**config.mk**
```make
export PLATFORM = sky130hd
export DESIGN_NAME = sio_fifo_irq
export DESIGN_NICKNAME = d
export VERILOG_FILES = /design/src/rtl/sio_pkg.sv /design/src/rtl/sio_byte_fifo.sv /design/src/rtl/sio_irq_regs.sv /design/src/rtl/sio_fifo_irq.sv
export SDC_FILE = /design/constraint.sdc
export NUM_CORES = 1
export LEC_CHECK = 0
export ABC_AREA = 0
export BUFFER_PORTS_ARGS = -buffer_cell sky130_fd_sc_hd__buf_4
export CELL_PAD_IN_SITES_DETAIL_PLACEMENT = 1
export CELL_PAD_IN_SITES_GLOBAL_PLACEMENT = 1
export CORE_MARGIN = 2
export CORE_UTILIZATION = 54
export CTS_CLUSTER_SIZE = 16
export DETAILED_ROUTE_END_ITERATION = 16
export PLACE_DENSITY = 0.83
export SLEW_MARGIN = 20
export SYNTH_ARGS = -nofsm -noshare
export SYNTH_HDL_FRONTEND = slang
export SYNTH_HIERARCHICAL = 1
export SYNTH_SLANG_ARGS = --single-unit
export TNS_END_PERCENT = 20
```
**constraint.sdc**
```tcl
create_clock -name clk -period 7.8 [get_ports clk]
set_clock_uncertainty 0.1 [all_clocks]
set_input_delay 0 -clock clk [delete_from_list [all_inputs] [get_ports clk]]
set_output_delay 0 -clock clk [all_outputs]
set_load 0.02 [all_outputs]
```
**src/rtl/sio_pkg.sv**
```systemverilog
package sio_pkg;

    localparam int ADDR_W = 4;
    localparam int DATA_W = 32;

    localparam logic [ADDR_W-1:0] A_CTRL   = 4'd0;
    localparam logic [ADDR_W-1:0] A_TXDATA = 4'd1;
    localparam logic [ADDR_W-1:0] A_RXDATA = 4'd2;
    localparam logic [ADDR_W-1:0] A_TXTHR  = 4'd3;
    localparam logic [ADDR_W-1:0] A_RXTHR  = 4'd4;
    localparam logic [ADDR_W-1:0] A_MASK   = 4'd5;
    localparam logic [ADDR_W-1:0] A_RAW    = 4'd6;
    localparam logic [ADDR_W-1:0] A_MSTAT  = 4'd7;
    localparam logic [ADDR_W-1:0] A_CLEAR  = 4'd8;

    localparam int B_TX_EMPTY = 0;
    localparam int B_TX_LOW   = 1;
    localparam int B_TX_FULL  = 2;
    localparam int B_TX_OVR   = 3;
    localparam int B_RX_EMPTY = 4;
    localparam int B_RX_HIGH  = 5;
    localparam int B_RX_FULL  = 6;

    localparam int C_TX_FLUSH = 7;
    localparam int C_RX_FLUSH = 8;

    localparam logic [DATA_W-1:0] CLEARABLE  = 32'h131F_007F;
    localparam logic [DATA_W-1:0] ENG_EVENTS = 32'h131F_0000;
    localparam logic [DATA_W-1:0] STICKY     = 32'h131F_0008;
    localparam logic [DATA_W-1:0] MASK_RW    = 32'h1FFF_FFFF;

    typedef enum logic {
        FL_IDLE,
        FL_RUN
    } flush_state_e;

endpackage

```
**src/rtl/sio_byte_fifo.sv**
```systemverilog
module sio_byte_fifo
    import sio_pkg::*;
#(
    parameter int DEPTH     = 16,
    parameter int WIDTH     = 8,
    parameter int FLUSH_CYC = 4
) (
    input  logic                         clk,
    input  logic                         rst_n,
    input  logic                         flush_req,
    input  logic                         push,
    input  logic [WIDTH-1:0]             din,
    input  logic                         pop,
    output logic [WIDTH-1:0]             dout,
    output logic [$clog2(DEPTH):0]       level,
    output logic                         busy
);

    localparam int PW = $clog2(DEPTH);
    localparam int LW = PW + 1;
    localparam int CW = $clog2(FLUSH_CYC) + 1;

    flush_state_e   state_q, state_d;
    logic [CW-1:0]  fl_cnt;
    logic           hold_zero;
    logic [PW-1:0]  wr_ptr, rd_ptr;
    logic [WIDTH-1:0] mem [DEPTH];
    logic           do_push, do_pop;

    always_comb begin
        state_d = state_q;
        unique case (state_q)
            FL_IDLE: if (flush_req) state_d = FL_RUN;
            FL_RUN:  if (fl_cnt == CW'(FLUSH_CYC - 1)) state_d = FL_IDLE;
        endcase
    end

    always_ff @(posedge clk or negedge rst_n) begin
        if (!rst_n) begin
            state_q <= FL_IDLE;
            fl_cnt  <= '0;
        end else begin
            state_q <= state_d;
            fl_cnt  <= (state_q == FL_RUN) ? fl_cnt + 1'b1 : '0;
        end
    end

    always_comb begin
        busy      = 1'b0;
        hold_zero = 1'b0;
        unique case (state_q)
            FL_IDLE: hold_zero = flush_req;
            FL_RUN: begin
                busy      = 1'b1;
                hold_zero = 1'b1;
            end
        endcase
    end

    assign do_push = push && !hold_zero && (level < LW'(DEPTH));
    assign do_pop  = pop && !hold_zero && (level != '0);

    always_ff @(posedge clk or negedge rst_n) begin
        if (!rst_n) begin
            wr_ptr <= '0;
            rd_ptr <= '0;
            level  <= '0;
        end else if (hold_zero) begin
            wr_ptr <= '0;
            rd_ptr <= '0;
            level  <= '0;
        end else begin
            if (do_push) wr_ptr <= wr_ptr + 1'b1;
            if (do_pop)  rd_ptr <= rd_ptr + 1'b1;
            level <= level + LW'(do_push) - LW'(do_pop);
        end
    end

    always_ff @(posedge clk) begin
        if (do_push) mem[wr_ptr] <= din;
    end

    assign dout = mem[rd_ptr];

endmodule

```
**src/rtl/sio_irq_regs.sv**
```systemverilog
module sio_irq_regs
    import sio_pkg::*;
(
    input  logic              clk,
    input  logic              rst_n,
    input  logic [DATA_W-1:0] level_bits,
    input  logic [DATA_W-1:0] set_bits,
    input  logic              mask_we,
    input  logic              clear_we,
    input  logic [DATA_W-1:0] wdata,
    output logic [DATA_W-1:0] raw,
    output logic [DATA_W-1:0] mask_q,
    output logic [DATA_W-1:0] masked,
    output logic              irq
);

    logic [DATA_W-1:0] sticky_q;
    logic [DATA_W-1:0] clr_vec;

    assign clr_vec = clear_we ? (wdata & CLEARABLE) : '0;

    always_ff @(posedge clk or negedge rst_n) begin
        if (!rst_n) begin
            sticky_q <= '0;
            mask_q   <= '0;
        end else begin
            sticky_q <= ((sticky_q & ~clr_vec) | set_bits) & STICKY;
            if (mask_we) mask_q <= wdata & MASK_RW;
        end
    end

    assign raw    = sticky_q | (level_bits & ~STICKY);
    assign masked = raw & mask_q;
    assign irq    = |masked;

endmodule

```
**src/rtl/sio_fifo_irq.sv**
```systemverilog
module sio_fifo_irq
    import sio_pkg::*;
#(
    parameter int DEPTH     = 16,
    parameter int FLUSH_CYC = 4,
    parameter int THR_MAX   = 15
) (
    input  logic              clk,
    input  logic              rst_n,
    input  logic              reg_wr,
    input  logic              reg_rd,
    input  logic [3:0]        reg_addr,
    input  logic [31:0]       reg_wdata,
    output logic [31:0]       reg_rdata,
    input  logic              tx_pop,
    output logic [7:0]        tx_byte,
    input  logic              rx_push,
    input  logic [7:0]        rx_byte,
    input  logic [31:0]       eng_evt,
    output logic              irq
);

    localparam int LW  = $clog2(DEPTH) + 1;
    localparam int THW = $clog2(THR_MAX + 1);

    logic [LW-1:0]     tx_level, rx_level;
    logic              tx_busy, rx_busy;
    logic [7:0]        rx_head;
    logic [THW-1:0]    tx_thr, rx_thr;
    logic [DATA_W-1:0] level_bits, set_bits, raw_st, mask_q, masked_st;
    logic              tx_wr, rx_rd, tx_ovr;

    assign tx_wr  = reg_wr && (reg_addr == A_TXDATA);
    assign rx_rd  = reg_rd && (reg_addr == A_RXDATA);
    assign tx_ovr = tx_wr && !tx_busy && (tx_level == LW'(DEPTH));

    sio_byte_fifo #(.DEPTH(DEPTH), .WIDTH(8), .FLUSH_CYC(FLUSH_CYC)) u_txq (
        .clk       (clk),
        .rst_n     (rst_n),
        .flush_req (reg_wr && (reg_addr == A_CTRL) && reg_wdata[C_TX_FLUSH]),
        .push      (tx_wr),
        .din       (reg_wdata[7:0]),
        .pop       (tx_pop),
        .dout      (tx_byte),
        .level     (tx_level),
        .busy      (tx_busy)
    );

    sio_byte_fifo #(.DEPTH(DEPTH), .WIDTH(8), .FLUSH_CYC(FLUSH_CYC)) u_rxq (
        .clk       (clk),
        .rst_n     (rst_n),
        .flush_req (reg_wr && (reg_addr == A_CTRL) && reg_wdata[C_RX_FLUSH]),
        .push      (rx_push),
        .din       (rx_byte),
        .pop       (rx_rd),
        .dout      (rx_head),
        .level     (rx_level),
        .busy      (rx_busy)
    );

    always_ff @(posedge clk or negedge rst_n) begin
        if (!rst_n) begin
            tx_thr <= '0;
            rx_thr <= '0;
        end else if (reg_wr) begin
            if (reg_addr == A_TXTHR) tx_thr <= reg_wdata[THW-1:0];
            if (reg_addr == A_RXTHR) rx_thr <= reg_wdata[THW-1:0];
        end
    end

    always_comb begin
        level_bits             = '0;
        level_bits[B_TX_EMPTY] = (tx_level == '0);
        level_bits[B_TX_LOW]   = (tx_level <= LW'(tx_thr));
        level_bits[B_TX_FULL]  = (tx_level == LW'(DEPTH));
        level_bits[B_RX_EMPTY] = (rx_level == '0);
        level_bits[B_RX_HIGH]  = (rx_level >= LW'(rx_thr));
        level_bits[B_RX_FULL]  = (rx_level == LW'(DEPTH));
        set_bits               = eng_evt & ENG_EVENTS;
        set_bits[B_TX_OVR]     = tx_ovr;
    end

    sio_irq_regs u_irq (
        .clk        (clk),
        .rst_n      (rst_n),
        .level_bits (level_bits),
        .set_bits   (set_bits),
        .mask_we    (reg_wr && (reg_addr == A_MASK)),
        .clear_we   (reg_wr && (reg_addr == A_CLEAR)),
        .wdata      (reg_wdata),
        .raw        (raw_st),
        .mask_q     (mask_q),
        .masked     (masked_st),
        .irq        (irq)
    );

    always_comb begin
        reg_rdata = '0;
        case (reg_addr)
            A_CTRL: begin
                reg_rdata[C_TX_FLUSH] = tx_busy;
                reg_rdata[C_RX_FLUSH] = rx_busy;
            end
            A_RXDATA: reg_rdata[7:0]     = rx_head;
            A_TXTHR:  reg_rdata[THW-1:0] = tx_thr;
            A_RXTHR:  reg_rdata[THW-1:0] = rx_thr;
            A_MASK:   reg_rdata          = mask_q;
            A_RAW:    reg_rdata          = raw_st;
            A_MSTAT:  reg_rdata          = masked_st;
            default:  reg_rdata          = '0;
        endcase
    end

endmodule

```
# After elaboration in Yosys (flattened, before gate mapping)
# Memories as Yosys holds them, arrays and structs flattened.
# Cells that the tools add are included.
# classes
n_mul,0
order_cmp,4
n_reduce_logical,32
add_sub_neg,10
bitwise_logic,7
shift,0
n_div,0
eq_ne,12
n_mux,32
# op_table
cell,n
$pmux W23 S3,1
$and A29 B29 Y29,2
$mux W4,8
$reduce_or A32 Y1,1
$mux W29,1
$not A29 Y29,1
$or A29 B29 Y29,1
$or A29 B7 Y29,1
$pmux W4 S6,1
$logic_and A1 B1 Y1,17
$add A4 B1 Y4 const B,4
$eq A4 B3 Y1 const B,4
$pmux W3 S4,1
$add A5 B1 Y5,2
$eq A5 B5 Y1 const B,2
$logic_not A5 Y1,2
$lt A5 B5 Y1 const B,2
$mux W1,10
$mux W5,2
$reduce_bool A5 Y1,2
$sub A5 B1 Y5,2
$eq A4 B2 Y1 const B,2
$pmux W1 S2,4
$reduce_bool A2 Y1,4
other kinds (13),20
# word_totals
rom_bits,0
latch_bits,0
ff_bits,80
mem_bits_rw,256
memories,2
wordCells,113
out_inout_bits,41
# mem_list
name,words,width,read_ports,rd_ports_with_merged_regs,wr,line,text
u_rxq.mem,16,8,1,0,1,sio_byte_fifo.sv:27,logic [WIDTH-1:0] mem [DEPTH];
u_txq.mem,16,8,1,0,1,sio_byte_fifo.sv:27,

# Logic depth before layout (Yosys ltp)
# Gate-level depths: netlist of the first run.
# depth
ltp_word,10
depth_mapped,16

# Hierarchy
# The synthesis of the first run kept the hierarchy.
# modules_own_cells
module,n_inst,cells_each,area_per_inst_um2,seq_area_each_um2
sio_byte_fifo at u_rxq,1,347,6018.3,4269.1
sio_byte_fifo at u_txq,1,315,5940.7,4269.1
sio_irq_regs,1,160,1885.6,950.9
sio_fifo_irq,1,233,1624.1,200.2

# Worst setup path before layout of the first run
# Ideal clock, no wire load.
# synth_path
kind,register to output
startpoint,reg u_rxq.level[0]
endpoint,out irq
path_stages_with_launch,11
path_buffers,0
slack_ps,4763
arrival_ps,2937
path_cell_list,dfrtp_1 > inv_1 > ha_1 > nand2b_1 > a21o_1 > a21o_1 > a211o_1 > and2_1 > or4_1 > or4_1 > or4_1
# synth_via
elab_chain_len,4
# synth_lines
element,line,text
start: declaration,sio_byte_fifo.sv:15,"output logic [$clog2(DEPTH):0] level,"
start signal: assignment,sio_byte_fifo.sv:75,level <= level + LW'(do_push) - LW'(do_pop);
$ge A5 B4 Y1,sio_fifo_irq.sv:77,level_bits[B_RX_HIGH] = (rx_level >= LW'(rx_thr));
net level_bits[5],sio_fifo_irq.sv:30,"logic [DATA_W-1:0] level_bits, set_bits, raw_st, mask_q, masked_st;"
$or A29 B7 Y29,sio_irq_regs.sv:32,assign raw = sticky_q | (level_bits & ~STICKY);
$and A29 B29 Y29,sio_irq_regs.sv:33,assign masked = raw & mask_q;
net masked_st[5],sio_fifo_irq.sv:30,
$reduce_or A32 Y1,sio_irq_regs.sv:34,assign irq = |masked;
end: declaration,sio_fifo_irq.sv:20,output logic irq
# The timed path passes the listed nets, and every way through them passes these cells.

# Worst setup path in the final report of the first run
# Same ends and word-level chain as after synthesis.

==> metrics.cfg, run 1 <==
[worst_setup_path]
r2r-start=u_rxq/level[2]$_DFF_PN0_
r2r_cells=14
end_kind=output port
rr_endpoint=u_rxq/level[4]$_DFF_PN0_
cp_max_fo=4
r2r_slack_ps=4580
crit_required_ps=7700
worstSetupStartpointType=flop
worst-endpoint-arrival_ps=3900
path_class=flop to output port

[synthesis]
synthTopCellsByArea=edfxtp_1 (50%), dfrtp_1 (13%), mux4_2 (5.2%)
ys_top_cells_by_count=edfxtp_1 (256), nor2_1 (86), dfrtp_1 (80)
syn_area_sq_um=15500
ys.warnings.count=6
synth_cells=1055
ys_ff_latch=336
netlist.area_leader.share=0.497
yosysTopAreaCell=edfxtp_1
synth_cell_types=62
synth_top_flop_cell=edfxtp_1
synth_edf_count=256
yosysMostFrequentCell=edfxtp_1
synthArstFlopShare=0.238
yosysSeqAreaShare=0.626
syn_area_per_cell_sq_um=14.7

[sta]
slew_headroom=0.359
hold_viol=0
period_share=0.513
period_needed_ps=4000
max_slew.worst_pin.slew_ps=958
setup_tns_ps=0
setup_violations=0
rsz0062_at_grt=false
slew_viol_final=0
fmax_mhz=250

[floorplanning]
initial_core_util=0.552
core_sq_um=28000
die_w_um=173
num_io_pins=123
die_y_um=173
dieArea_sq_um=30000
rows=61

[power]
worst_ir_drop_vdd_uv=224
p_sw_frac=0.286
p_sw_mw=1.41
p_seq_frac=0.445
pwr-share-clk=0.337
combPwrFrac=0.218
power_mw=4.94
powerDensity_nw_per_um2=273
p_leak_nw=6.72
intPower_mw=3.52

[clocking]
numCtsBuffers=37
cts_tree=yes
worst_skew_pair.late_latency_ps=520
cts-hold-fix-buffers=60
cts_setup_buffers=0
cts_max_path_buffers=3
htree_levels=2
cts_root_buf=clkbuf_16
clock-sinks=336
ctsResizeCount=0
clkSlewWorstSetupHoldPaths_ps=60

[finish]
drive_gt1_frac=0.206
nFillCells=2600
register_area_sq_um=9690
antenna-diode-count=0
syn2layout_area_growth_pct=17.0
nets=1335
multi_input_area_sq_um=5190

[detailed_routing]
first_iter_violations=614
drc_errors=0
antenna_left=0
wire_per_inst_um=24.3
drt-pass1-iter-count=5
drt_wl_total_um=39400
route.vias.total=9521
viasPerCell=5.87

[run]
maxCapViolations=0

[hold_path]
holdPathEnd=u_rxq/rd_ptr[1]$_DFFE_PN0P_
holdCritStartpoint=reg_addr[3]
holdPathStages=5
hold_class=input port to flop

[placed_design]
io_buffers=92
hpwl_um=24600
gp_congestion=0.813

[status]
status=complete, no violations

[global_route]
grt_usage=0.268
grt_remaining_overflow=0
grt_max_degree=80
grt_pass1_vias=10500
grt_pass1_wl_um=61700
antenna_found_initial=0

[power by group through the flow]
| stage | Sequential, mW | Combinational [mW] | Clock [mW] |
|---|---|---|---|
| floorplan | 2.15 | 0.812 | 0 |
| CTS | 2.20 | 1.07 | 1.68 |
| finish | 2.20 | 1.08 | 1.66 |
| detailed placement | 2.23 | 1.03 | 0 |
| global route | 2.22 | 1.18 | 1.75 |
| global placement | 2.22 | 0.976 | 0 |
[critical path: stages (launching register included)]
cell	delay (ps)
dfrtp_1	420
inv_1	70
ha_1	300
nand2b_1	170
a21o_1	200
a21o_1	170
a211o_1	300
and2_1	170
or4_1	520
or4_1	450
or4_1	440
buf_4	180
[kinds of logic after synthesis]
| group | Yosys count | share of synthesized area |
|---|---|---|
| other cells | 2 | 0.000486 |
| mux | 146 | 0.141 |
| compound gates | 128 | 0.0558 |
| fa+ha+maj | 36 | 0.0301 |
| buf+inv | 128 | 0.0471 |
| simple gates | 262 | 0.0894 |
| xor+xnor | 17 | 0.00963 |
| flops | 336 | 0.626 |
[per-stage QoR]
stage	setup slack [ps]	instance area, sq um	hold slack (ps)	util	cells
after global placement	4450	16400	-316	0.584	1496
after floorplan	4760	15600	-396	-	1090
final	3800	18100	69.2	0.646	1621
after global routing	3720	18100	92.5	0.646	1621
after detailed placement	4360	16400	-318	0.584	1496
after CTS	3780	18100	51.2	0.646	1621
[layer usage]
layer,track usage,up-vias,routed length (um)
li1,-,4229,-
met1,0.332,4925,15700
met2,0.477,283,20500
met3,0.0386,84,1700
met4,0.102,0,1470
met5,0,-,0
[state kept, by name, summed over array words and instances (netlist names)]
name / flops
u_txq/fl_cnt: 3
u_irq/sticky_q: 9
u_txq/level: 5
tx_thr: 4
u_rxq/rd_ptr: 4
u_txq/mem: 128
u_txq/rd_ptr: 4
u_rxq/level: 5
u_rxq/state_q: 1
u_irq/mask_q: 29
u_txq/wr_ptr: 4
u_rxq/mem: 128
u_rxq/wr_ptr: 4
u_rxq/fl_cnt: 3
rx_thr: 4
u_txq/state_q: 1
[how the worst max path moves through the flow]
stage / from / endpoint / slack [ps] / cells past startpoint
3_5_place_dp: reg_addr[0] / u_rxq/level[4]$_DFF_PN0_ / 4360 / 14
2_1_floorplan: u_rxq/level[0]$_DFF_PN0_ / irq / 4760 / 10
5_1_grt: u_rxq/level[0]$_DFF_PN0_ / irq / 3720 / 11
4_1_cts: u_rxq/level[0]$_DFF_PN0_ / irq / 3780 / 11
3_3_place_gp: u_rxq/level[0]$_DFF_PN0_ / irq / 4450 / 11
6_report: u_rxq/level[0]$_DFF_PN0_ / irq / 3800 / 11
[final cells by class]
cell class / count / share of cell area
sequential: 336 / 0.536
multi-input combinational: 626 / 0.287
timing repair buffer: 172 / 0.0798
clock buffer: 46 / 0.0530
tap: 378 / 0.0261
clock inverter: 19 / 0.00926
inverter: 44 / 0.00912
[cell usage in the layout, fill, tap and decap left out, drive strengths merged, types with 12 or more instances in the layout]
cell type	count
edfxtp	256
buf	112
nor2	87
dfrtp	80
mux2i	61
dlygate4sd3	60
mux4	49
clkbuf	46
nand2	45
and2	45
inv	45
a21oi	37
conb	37
mux2	36
ha	34
a22oi	27
o21ai	18
a221oi	17
clkinv	14
nor2b	12
a21o	12
No activity file was read; power rests on OpenSTA's default activity.
==> inputs of run 2 (changes only) <==
Settings changed: CORE_UTILIZATION 54 to 50, PLACE_DENSITY 0.83 to 0.77.
Clock period 7.8 ns to 3.9 ns, I/O delays scaled along.
==> run 2 against run 1 <==
Final area is 0.73% higher. Cell count up 1.7%. Sequential cell count did not move. The flow now finishes with violations (hold timing). Global-route usage fell by 2.7 points. Worst setup slack got worse by 3700 ps. Core utilization fell by 4.9 points. Non-clock buffer count is 8 higher. Critical path depth is the same.
==> metrics.cfg, run 2 (synthesis results as in run 1) <==
[power]
powerDensity_nw_per_um2=544
p_leak_nw=6.79
worst_ir_drop_vdd_uv=427
power_mw=9.91

[status]
status=finished with violations
violations=hold timing

[finish]
nets=1343
syn2layout_area_growth_pct=17.9
fin_util=0.598
final_cell_area_sq_um=18200
stdcell_count=1648
layout_commonest_cell=edfxtp_1
largestRegisters=u_rxq/mem (128), u_txq/mem (128), u_irq/mask_q (29)
antenna-diode-count=0
mostFrequentLayoutCells=edfxtp_1 (256), buf_4 (118), nor2_1 (86)
drive_gt1_frac=0.216

[detailed_routing]
first_iter_violations=559
antenna_left=0
drt-pass1-iter-count=5
route.vias.total=9520
wire_per_inst_um=23.7
drt_wl_total_um=39000
viasPerCell=5.78
drc_errors=0

[worst_setup_path]
cp_num_buf_inv=2
crit_slowest_cell=or4_4
cp_max_fo=2
worst-endpoint-arrival_ps=3720
rr_endpoint=u_txq/level[4]$_DFF_PN0_
r2r_slack_ps=670
worstSetupStartpointType=flop
crit_path_frequent_cell=or4_4
cp.depth=11
end_kind=output port
r2r_cells=14
r2r-start=u_txq/level[3]$_DFF_PN0_
cp_top_family=simple AND/OR/NAND/NOR gates
path_class=flop to output port
crit_required_ps=3800
slowest_delay_ps=520
cp_cell_sequence=inv_1 -> ha_1 -> nand2b_1 -> a21o_1 -> a21o_1 -> a211o_1 -> and2_1 -> or4_4 -> or4_4 -> or4_4 -> buf_6

[global_route]
grt_remaining_overflow=0
grt_usage=0.241
grt_pass1_wl_um=60300
antenna_found_initial=0
grt_pass1_vias=10400
grt_max_degree=81

[placed_design]
placed_area_sq_um=16400
hpwl_um=24300
pre_cts_slack_ps=585
gp_congestion=0.764
io_buffers=92
dp.cells=1522

[clocking]
cts_root_buf=clkbuf_16
worst_skew_pair.late_latency_ps=540
clock-sinks=336
clkSlewWorstSetupHoldPaths_ps=60
htree_levels=2
cts_max_path_buffers=3
cts_tree=yes
numCtsBuffers=37

[floorplanning]
core_sq_um=30500
die_y_um=180
dieArea_sq_um=32400
rows=64
die_w_um=180
num_io_pins=123
initial_core_util=0.507

[sta]
slew_headroom=0.351
max_slew.worst_pin.slew_ps=973
fmax_mhz=262
setup_violations=0
setup_slack_ps=82.6
hold_viol=20
slew_viol_final=0
period_share=0.979
period_needed_ps=3820
rsz0062_at_grt=false
worst_hold_slack_ps=-34.9
setup_tns_ps=0

[run]
maxCapViolations=0

[hold_path]
hold_class=input port to asynchronous set/reset pin

==> run 2: where the power goes <==
part	leakage (nW)	switching (mW)	internal, mW
logic	2.93	1.05	1.03
registers	3.29	0.370	4.09
clock network	0.563	1.45	1.92
==> run 2: worst max-delay path by stage <==
| stage | slack [ps] | start | to |
|---|---|---|---|
| finish | 80 | u_rxq/level[0]$_DFF_PN0_ | irq |
| global route | 3 | u_rxq/level[0]$_DFF_PN0_ | irq |
| CTS | 0.7 | u_rxq/level[0]$_DFF_PN0_ | irq |
| detailed placement | 590 | u_rxq/level[0]$_DFF_PN0_ | irq |
| global placement | 560 | u_rxq/level[0]$_DFF_PN0_ | irq |
| floorplan | 860 | u_rxq/level[0]$_DFF_PN0_ | irq |
==> run 2: routing by layer <==
metal | up-vias | global-route usage | share of wire
li1 | 4239 | - | -
met1 | 4954 | 0.303 | 0.41
met2 | 250 | 0.430 | 0.52
met3 | 77 | 0.0353 | 0.043
met4 | 0 | 0.0780 | 0.028
met5 | - | 0 | 0
==> run 2: cell type report <==
| class | count | area, sq um |
|---|---|---|
| inverter | 44 | 165 |
| multi-input combinational | 626 | 5200 |
| clock inverter | 20 | 193 |
| clock buffer | 46 | 970 |
| timing repair buffer | 180 | 1520 |
| tap | 396 | 495 |
| fill | 2864 | 12300 |
| sequential | 336 | 9690 |
==> run 2: timing repair <==
item	4_1_cts	5_1_grt
setup buffers	1	0
hold buffers	59	0
pin swaps	0	1
resized for setup	2	2
setup endpoints to repair	1	1
hold endpoints to repair	396	0
